$ cat config.mk
export PLATFORM = sky130hd
export DESIGN_NAME = cycle_meas_timer
export DESIGN_NICKNAME = d
export VERILOG_FILES = /design/src/rtl/cmt_pkg.sv /design/src/rtl/cmt_prescale.sv /design/src/rtl/cmt_datapath.sv /design/src/rtl/cmt_ctrl.sv /design/src/rtl/cycle_meas_timer.sv
export SDC_FILE = /design/constraint.sdc
export NUM_CORES = 1
export LEC_CHECK = 0
export BUFFER_PORTS_ARGS = -buffer_cell sky130_fd_sc_hd__buf_2
export CAP_MARGIN = 10
export CORE_ASPECT_RATIO = 1.75
export CORE_MARGIN = 5
export CORE_UTILIZATION = 40
export CTS_BUF_LIST = sky130_fd_sc_hd__clkbuf_16
export DETAILED_ROUTE_END_ITERATION = 10
export GPL_ROUTABILITY_DRIVEN = 0
export PLACE_DENSITY = 0.59
export SKIP_CTS_REPAIR_TIMING = 1
export SLEW_MARGIN = 10
export SYNTH_ARGS = -nofsm -noshare
export SYNTH_HDL_FRONTEND = slang
export SYNTH_HIERARCHICAL = 1
export SYNTH_SLANG_ARGS = --single-unit
export TNS_END_PERCENT = 5
$ cat constraint.sdc
create_clock -name clk -period 5.3 [get_ports clk]
set_clock_uncertainty 0.15 [all_clocks]
set_input_delay 1.06 -clock clk [delete_from_list [all_inputs] [get_ports clk]]
set_output_delay 1.06 -clock clk [all_outputs]
set_load 0.01 [all_outputs]
$ cat src/rtl/cmt_pkg.sv
package cmt_pkg;
  localparam int ADDR_W = 3;
  localparam int SEL_W  = 3;

  localparam logic [ADDR_W-1:0] A_CTRL = 3'd0;
  localparam logic [ADDR_W-1:0] A_STAT = 3'd1;
  localparam logic [ADDR_W-1:0] A_CNT  = 3'd2;
  localparam logic [ADDR_W-1:0] A_CMP  = 3'd3;
  localparam logic [ADDR_W-1:0] A_CAP  = 3'd4;

  localparam int B_RUN  = 0;
  localparam int B_MEAS = 1;
  localparam int B_EDGE = 2;
  localparam int B_POL  = 3;
  localparam int B_SEL  = 4;
  localparam int B_EXTF = 7;

  localparam int F_CMP = 0;
  localparam int F_CAP = 1;
  localparam int F_OVF = 2;

  localparam logic [SEL_W-1:0] SEL_EXT = 3'b111;

  typedef struct packed {
    logic tick;      // one-cycle count enable
    logic cntWr;     // software load of the counter
    logic cmpWr;     // software load of the compare register
    logic capEvt;    // active cycle-input edge
    logic clrOnCap;  // restart the counter on capture
  } dpStrobe_t;
endpackage

$ cat src/rtl/cmt_prescale.sv
module cmt_prescale
  import cmt_pkg::*;
#(
  parameter int PRE_W = 8
) (
  input  logic             clk,
  input  logic             rstN,
  input  logic             active,
  input  logic [SEL_W-1:0] selQ,
  input  logic             extFall,
  input  logic             extClkIn,
  output logic             tick
);
  localparam int N_DIV = (1 << SEL_W) - 1;

  logic [PRE_W-1:0] pre;
  logic             extS1, extS2, extPrev;
  logic             extHit;
  logic [N_DIV:0]   hitVec;

  always_ff @(posedge clk) begin
    if (!rstN) begin
      pre     <= '0;
      extS1   <= 1'b0;
      extS2   <= 1'b0;
      extPrev <= 1'b0;
    end else begin
      pre     <= active ? pre + 1'b1 : '0;
      extS1   <= extClkIn;
      extS2   <= extS1;
      extPrev <= extS2;
    end
  end

  assign extHit = extFall ? (!extS2 && extPrev) : (extS2 && !extPrev);

  for (genvar i = 0; i < N_DIV; i++) begin : g_div
    localparam int K = (i == 0) ? 1 : i + 2;
    assign hitVec[i] = &pre[K-1:0];
  end
  assign hitVec[N_DIV] = extHit;

  assign tick = active && hitVec[selQ];


  tick_pulse_chk: assert property (@(posedge clk) disable iff (!rstN)
    (tick && selQ != SEL_EXT) |=> !tick);

  pre_idle_chk: assert property (@(posedge clk) disable iff (!rstN)
    !active |=> (pre == '0));
endmodule

$ cat src/rtl/cmt_datapath.sv
module cmt_datapath
  import cmt_pkg::*;
#(
  parameter int CNT_W = 16
) (
  input  logic             clk,
  input  logic             rstN,
  input  dpStrobe_t        strb,
  input  logic [CNT_W-1:0] wrData,
  output logic [CNT_W-1:0] countQ,
  output logic [CNT_W-1:0] compareQ,
  output logic [CNT_W-1:0] captureQ,
  output logic             cmpEq,
  output logic             wrapEvt
);
  logic             restart;
  logic [CNT_W-1:0] countNext;

  assign restart = strb.capEvt && strb.clrOnCap;

  always_comb begin
    countNext = countQ;
    if (strb.cntWr)      countNext = wrData;
    else if (restart)    countNext = strb.tick ? CNT_W'(1) : '0;
    else if (strb.tick)  countNext = countQ + 1'b1;
  end

  assign wrapEvt = strb.tick && (&countQ) && !strb.cntWr && !restart;
  assign cmpEq   = (countQ == compareQ);

  always_ff @(posedge clk) begin
    if (!rstN) begin
      countQ   <= '0;
      compareQ <= '0;
      captureQ <= '0;
    end else begin
      countQ <= countNext;
      if (strb.cmpWr)  compareQ <= wrData;
      if (strb.capEvt) captureQ <= countQ;
    end
  end


  meas_restart_chk: assert property (@(posedge clk) disable iff (!rstN)
    (restart && !strb.cntWr) |=> (countQ <= CNT_W'(1)));

  cnt_hold_chk: assert property (@(posedge clk) disable iff (!rstN)
    (!strb.tick && !strb.cntWr && !strb.capEvt) |=> $stable(countQ));

  cnt_load_chk: assert property (@(posedge clk) disable iff (!rstN)
    strb.cntWr |=> (countQ == $past(wrData)));
endmodule

$ cat src/rtl/cmt_ctrl.sv
module cmt_ctrl
  import cmt_pkg::*;
#(
  parameter int CNT_W = 16
) (
  input  logic              clk,
  input  logic              rstN,
  input  logic              wrEn,
  input  logic [ADDR_W-1:0] addr,
  input  logic [CNT_W-1:0]  wrData,
  input  logic              cycIn,
  input  logic              tick,
  input  logic              cmpEq,
  input  logic              wrapEvt,
  input  logic [CNT_W-1:0]  countQ,
  input  logic [CNT_W-1:0]  compareQ,
  input  logic [CNT_W-1:0]  captureQ,
  output dpStrobe_t         strb,
  output logic [CNT_W-1:0]  rdData,
  output logic              active,
  output logic [SEL_W-1:0]  clkSelQ,
  output logic              extFallQ
);
  logic runQ, modeQ, edgeSelQ, polQ;
  logic cycS1, cycS2, cycPrev;
  logic cmpFlag, capFlag, ovfFlag;
  logic wrCtrl, wrStat, pickFall, edgeHit;
  logic setCmp, setOvf;
  logic [2:0] clrBits;

  assign wrCtrl   = wrEn && (addr == A_CTRL);
  assign wrStat   = wrEn && (addr == A_STAT);
  assign clrBits  = wrStat ? wrData[2:0] : 3'b000;
  assign active   = runQ || modeQ;
  assign pickFall = edgeSelQ ^ polQ;
  assign edgeHit  = pickFall ? (!cycS2 && cycPrev) : (cycS2 && !cycPrev);
  assign setCmp   = runQ && !modeQ && cmpEq;
  assign setOvf   = modeQ && wrapEvt;

  always_comb begin
    strb.tick     = tick;
    strb.cntWr    = wrEn && (addr == A_CNT);
    strb.cmpWr    = wrEn && (addr == A_CMP);
    strb.capEvt   = edgeHit;
    strb.clrOnCap = modeQ;
  end

  always_ff @(posedge clk) begin
    if (!rstN) begin
      runQ     <= 1'b0;
      modeQ    <= 1'b0;
      edgeSelQ <= 1'b0;
      polQ     <= 1'b0;
      extFallQ <= 1'b0;
      clkSelQ  <= '0;
      cycS1    <= 1'b0;
      cycS2    <= 1'b0;
      cycPrev  <= 1'b0;
      cmpFlag  <= 1'b0;
      capFlag  <= 1'b0;
      ovfFlag  <= 1'b0;
    end else begin
      if (wrCtrl) begin
        runQ     <= wrData[B_RUN];
        modeQ    <= wrData[B_MEAS];
        edgeSelQ <= wrData[B_EDGE];
        polQ     <= wrData[B_POL];
        extFallQ <= wrData[B_EXTF];
        if (!runQ && !modeQ) clkSelQ <= wrData[B_SEL +: SEL_W];
      end
      cycS1   <= cycIn;
      cycS2   <= cycS1;
      cycPrev <= cycS2;
      cmpFlag <= setCmp  || (cmpFlag && !clrBits[F_CMP]);
      capFlag <= edgeHit || (capFlag && !clrBits[F_CAP]);
      ovfFlag <= setOvf  || (ovfFlag && !clrBits[F_OVF]);
    end
  end

  always_comb begin
    rdData = '0;
    case (addr)
      A_CTRL: begin
        rdData[B_RUN]             = runQ;
        rdData[B_MEAS]            = modeQ;
        rdData[B_EDGE]            = edgeSelQ;
        rdData[B_POL]             = polQ;
        rdData[B_SEL +: SEL_W]    = clkSelQ;
        rdData[B_EXTF]            = extFallQ;
      end
      A_STAT: begin
        rdData[F_CMP] = cmpFlag;
        rdData[F_CAP] = capFlag;
        rdData[F_OVF] = ovfFlag;
      end
      A_CNT:   rdData = countQ;
      A_CMP:   rdData = compareQ;
      A_CAP:   rdData = captureQ;
      default: rdData = '0;
    endcase
  end


  clksel_lock_chk: assert property (@(posedge clk) disable iff (!rstN)
    (runQ || modeQ) |=> $stable(clkSelQ));

  cmp_gate_chk: assert property (@(posedge clk) disable iff (!rstN)
    $rose(cmpFlag) |-> $past(runQ && !modeQ));

  ovf_mode_chk: assert property (@(posedge clk) disable iff (!rstN)
    $rose(ovfFlag) |-> $past(modeQ));

  flag_clear_chk: assert property (@(posedge clk) disable iff (!rstN)
    (wrStat && wrData[F_CAP] && !edgeHit) |=> !capFlag);
endmodule

$ cat src/rtl/cycle_meas_timer.sv
module cycle_meas_timer
  import cmt_pkg::*;
#(
  parameter int CNT_W = 16,
  parameter int PRE_W = 8
) (
  input  logic             clk,
  input  logic             rstN,
  input  logic             wrEn,
  input  logic [2:0]       addr,
  input  logic [CNT_W-1:0] wrData,
  output logic [CNT_W-1:0] rdData,
  input  logic             cycIn,
  input  logic             extClkIn
);
  dpStrobe_t        strb;
  logic             tick, active, extFall, cmpEq, wrapEvt;
  logic [SEL_W-1:0] clkSel;
  logic [CNT_W-1:0] countQ, compareQ, captureQ;

  cmt_ctrl #(.CNT_W(CNT_W)) u_ctrl (
    .clk(clk), .rstN(rstN), .wrEn(wrEn), .addr(addr), .wrData(wrData),
    .cycIn(cycIn), .tick(tick), .cmpEq(cmpEq), .wrapEvt(wrapEvt),
    .countQ(countQ), .compareQ(compareQ), .captureQ(captureQ),
    .strb(strb), .rdData(rdData), .active(active),
    .clkSelQ(clkSel), .extFallQ(extFall)
  );

  cmt_prescale #(.PRE_W(PRE_W)) u_pre (
    .clk(clk), .rstN(rstN), .active(active), .selQ(clkSel),
    .extFall(extFall), .extClkIn(extClkIn), .tick(tick)
  );

  cmt_datapath #(.CNT_W(CNT_W)) u_dp (
    .clk(clk), .rstN(rstN), .strb(strb), .wrData(wrData),
    .countQ(countQ), .compareQ(compareQ), .captureQ(captureQ),
    .cmpEq(cmpEq), .wrapEvt(wrapEvt)
  );
endmodule

==> flow_metrics.tcl <==
set metrics [dict create \
    status "finished clean" \
    synth-simple-area-share_pct 20.8 \
    period_share_pct 74.8 \
    crit_family "simple AND/OR/NAND/NOR gates" \
    pre_cts_slack_ns 1.29 \
    synthMuxAreaShare_pct 15.7 \
    synth_ff_type "sky130_fd_sc_hd__dfxtp_1" \
    max-clock-path-buffers 2 \
    r2r-start "u_pre/pre[0]$_SDFF_PN0_" \
    stdcell_count 599 \
    worstHoldPathCells 1 \
    clkSlewWorstSetupHoldPaths_ns 0.06 \
    worst_hold_endpoint "u_ctrl/cycS2$_SDFF_PN0_" \
    postSynthCellCount 449 \
    grt_overflow_total 0 \
    yosys_reg_bits 73 \
    synth-warning-count 6 \
    design_area_sq_mm 0.00451 \
    post_synthesis_net_count 477 \
    maximum_number_of_pins_on_one_net_before_global_route_repair 31 \
    global_route_wire_length_before_repair_um 17700 \
    vdd.ir_drop.worst_v 0.000160 \
    routed_wl_um 11000 \
    final_hold_fails 0 \
    synth.distinct_cells 63 \
    r2r_setup_slack_ns 2.40 \
    groute.usage.overall_pct 19.0 \
    p_leak_nw 1.71 \
    grt_antenna_before_repair 0 \
    fmax_mhz 252 \
    layout_min_cycle_time_ns 3.97 \
    p_int_w 0.00105 \
    sw_share_pct 22.8 \
    synth_top_family_by_area "simple AND/OR/NAND/NOR gates" \
    number_of_enable_flip_flop_cells_after_synthesis 0 \
    die_x_extent_um 85.5 \
    drt_first_iter_violations 241 \
    cts_tree "done" \
    drt_antenna_net_count 0 \
    regToRegEndpoint "u_dp/countQ[10]$_SDFFE_PN0P_" \
    end_kind "output pin" \
    number_of_ports_placed_on_the_die_boundary 40 \
    critical_path.most_common_cell "sky130_fd_sc_hd__buf_2" \
    cpMaxStageDelayCell "sky130_fd_sc_hd__nor3b_2" \
    p_sw_w 0.000310 \
    seq_power_share_pct 41.6 \
    crit_buf_inv 2 \
    insertedDiodeCount 0 \
    worstHoldPathType "flop to flop" \
    combPwrFrac_pct 7.0 \
    power_density_mw_per_mm2 303 \
    critical_path.max_fanout 23 \
    reg2regPathDepth 10 \
    synth-compound-area-share_pct 14.6 \
    cp.required_ns 4.09 \
    timing_worst_setup_path_type "input port to output pin" \
    fp-row-count 48 \
    floorplan.initialDensity_pct 40.6 \
    cts_num_sinks 73 \
    seq_area_frac_synth_pct 36.6 \
    unrepaired_setup_endpoints_after_global_routing "no" \
    insertion_delay_ns 0.34 \
    start_kind "input port" \
    dp.cells 583 \
    die_h_um 142 \
    worstMarginPinSlew_ns 1.01 \
    place.detailed.hpwl_um 7990 \
    setup_viol 0 \
    cell_by_cell_listing_of_the_critical_path "buf_2 > nor3b_2 > a22oi_1 > o21ai_1 > buf_2" \
    cts_made_buffers 9 \
    setup-tns-final_ns 0 \
    synthXorXnorAreaFrac_pct 5.04 \
    number_of_input_and_output_port_buffers_inserted 39 \
    synth-async-reset-ratio_pct 0 \
    layout_nets 497 \
    timing.hold.ws_ns 0.278 \
    post_synth_fa_ha_maj_area_fraction_pct 1.25 \
    remaining_drc_errors 0 \
    holdCritStartpoint "u_ctrl/cycS1$_SDFF_PN0_" \
    synthToLayoutAreaGrowth_pct 12.8 \
    post_route_cells_drive_above_1_share_pct 16.5 \
    route.vias.total 3325 \
    clockRootBuffer "sky130_fd_sc_hd__clkbuf_16" \
    grt_pass1_vias 3520 \
    core_sq_mm 0.00985 \
    slowest_cell_delay_on_critical_path_ns 0.90 \
    synthesis.area_per_instance_sq_um 8.90 \
    final_max_slew_viol_count 0 \
    drt-pass1-iter-count 4 \
    htreeDepth 3 \
    relSlewSlack_pct 32.6 \
    cap_viol_max_count 0 \
    setup_slack_after_layout_ns 1.33 \
    synthesized_area_sq_mm 0.00400 \
    die_footprint_sq_mm 0.0122 \
    critPathArrivalTime_ns 2.76 \
    detail_route.wl_per_cell_um 18.4 \
    number_of_vias_per_cell_after_detailed_routing 5.55 \
    place_area_sq_mm 0.00416 \
    pwr-share-clk_pct 51.4 \
]
==> how the worst max path moves through the flow <==
stage	startpoint	to	slack, ns	depth (start not counted)
after CTS	addr[0]	rdData[3]	1.31	5
after global routing	addr[0]	rdData[3]	1.21	5
after global placement	addr[0]	rdData[3]	1.34	5
after floorplan	addr[2]	rdData[4]	2.18	5
after detailed placement	addr[1]	u_dp/countQ[13]$_SDFFE_PN0P_	1.29	8
final	addr[0]	rdData[3]	1.33	5
==> worst reg2reg max path: cells and delay by family (launching register included) <==
| kind | cells | cell delay (ns) |
|---|---|---|
| flops | 1 | 0.39 |
| compound gates | 4 | 1.13 |
| simple gates | 3 | 0.71 |
| fa+ha+maj | 2 | 0.35 |
| mux | 1 | 0.07 |
==> flip-flops by register name, summed over array words and instances (netlist names), 3 cells and up <==
register / cells
u_dp/captureQ: 16
u_dp/compareQ: 16
u_dp/countQ: 16
u_pre/pre: 8
u_ctrl/clkSelQ: 3
==> cells by family (layout without fill, tap and decap cells) <==
group                    count (synthesis)  after routing
AO/OA/AOI/OAI                           87             87
XOR/XNOR                                23             23
adder cells (fa/ha/maj)                  4              4
buffers and inverters                   38             63
flip-flops                              73             73
multiplexers                            62             62
AND/OR/NAND/NOR                        162            162
==> area by class of cell <==
cell class | count | area [sq um]
Inverter | 4 | 15.0
Clock inverter | 7 | 118
Tap cell | 125 | 156
Multi-Input combinational cell | 338 | 2310
Clock buffer | 9 | 225
Timing Repair Buffer | 43 | 225
Sequential cell | 73 | 1460
Fill cell | 975 | 5340
==> per-stage QoR <==
stage / power [W] / util, %
after floorplan: 0.000641 / -
after global placement: 0.000674 / 42.3
after detailed placement: 0.000675 / 42.3
after CTS: 0.00138 / 45.8
after global routing: 0.00141 / 45.8
final: 0.00136 / 45.8
==> power by group through the flow <==
stage | Combinational, W | Clock, W | Sequential (W)
6_report | 0.0000955 | 0.000701 | 0.000567
5_1_grt | 0.000103 | 0.000740 | 0.000568
3_3_place_gp | 0.0000945 | 0 | 0.000579
2_1_floorplan | 0.0000654 | 0 | 0.000575
4_1_cts | 0.0000958 | 0.000719 | 0.000567
3_5_place_dp | 0.0000955 | 0 | 0.000579
==> layout by cell type (no fill, tap or decap), types with 3 or more instances in the layout <==
cell / synthesis / routed
sky130_fd_sc_hd__a211oi_1: 4 / 4
sky130_fd_sc_hd__a21oi_1: 16 / 16
sky130_fd_sc_hd__a22oi_1: 7 / 7
sky130_fd_sc_hd__and2_1: 8 / 8
sky130_fd_sc_hd__and3_1: 6 / 6
sky130_fd_sc_hd__buf_2: 7 / 39
sky130_fd_sc_hd__buf_4: 8 / 4
sky130_fd_sc_hd__bufinv_16: 0 / 3
sky130_fd_sc_hd__clkbuf_16: 0 / 9
sky130_fd_sc_hd__dfxtp_1: 73 / 73
sky130_fd_sc_hd__ha_1: 4 / 4
sky130_fd_sc_hd__inv_1: 4 / 4
sky130_fd_sc_hd__mux2_1: 4 / 4
sky130_fd_sc_hd__mux2i_1: 56 / 55
sky130_fd_sc_hd__nand2_1: 45 / 45
sky130_fd_sc_hd__nand2b_1: 4 / 4
sky130_fd_sc_hd__nand3_1: 13 / 13
sky130_fd_sc_hd__nand3b_1: 3 / 3
sky130_fd_sc_hd__nand4_1: 5 / 5
sky130_fd_sc_hd__nor2_1: 52 / 51
sky130_fd_sc_hd__nor3_1: 3 / 3
sky130_fd_sc_hd__nor4_1: 3 / 3
sky130_fd_sc_hd__o21a_1: 7 / 7
sky130_fd_sc_hd__o21ai_0: 10 / 10
sky130_fd_sc_hd__o21ai_1: 19 / 19
sky130_fd_sc_hd__or3_1: 3 / 3
sky130_fd_sc_hd__xnor2_1: 19 / 19
sky130_fd_sc_hd__xor2_1: 4 / 4
==> metal layers <==
layer	GRT usage, %	up-vias	share of wire (%)
met5	0	-	0
met4	12.3	0	4.9
met3	4.23	32	4.1
met2	34.7	97	54
met1	19.0	1568	37
li1	-	1628	-
==> Yosys cell counts, drive strengths merged, types with 3 or more instances <==
cell	number	area share, %
dfxtp	73	37
mux2i	56	14
nor2	52	4.9
nand2	46	4.5
o21ai	29	3.6
buf	22	4.4
xnor2	19	4.2
a21oi	17	2.2
nand3	16	2.6
clkbuf	11	1.0
and2	8	1.3
and3	8	1.5
a22oi	7	1.3
o21a	7	1.3
mux2	6	1.7
nand4	5	0.78
a211oi	4	0.75
ha	4	1.3
inv	4	0.38
nand2b	4	0.63
xor2	4	0.88
a21boi	3	0.56
nand3b	3	0.56
nor3	3	0.38
nor4	3	0.47
or3	3	0.47
No activity file was read; power rests on OpenSTA's default activity.
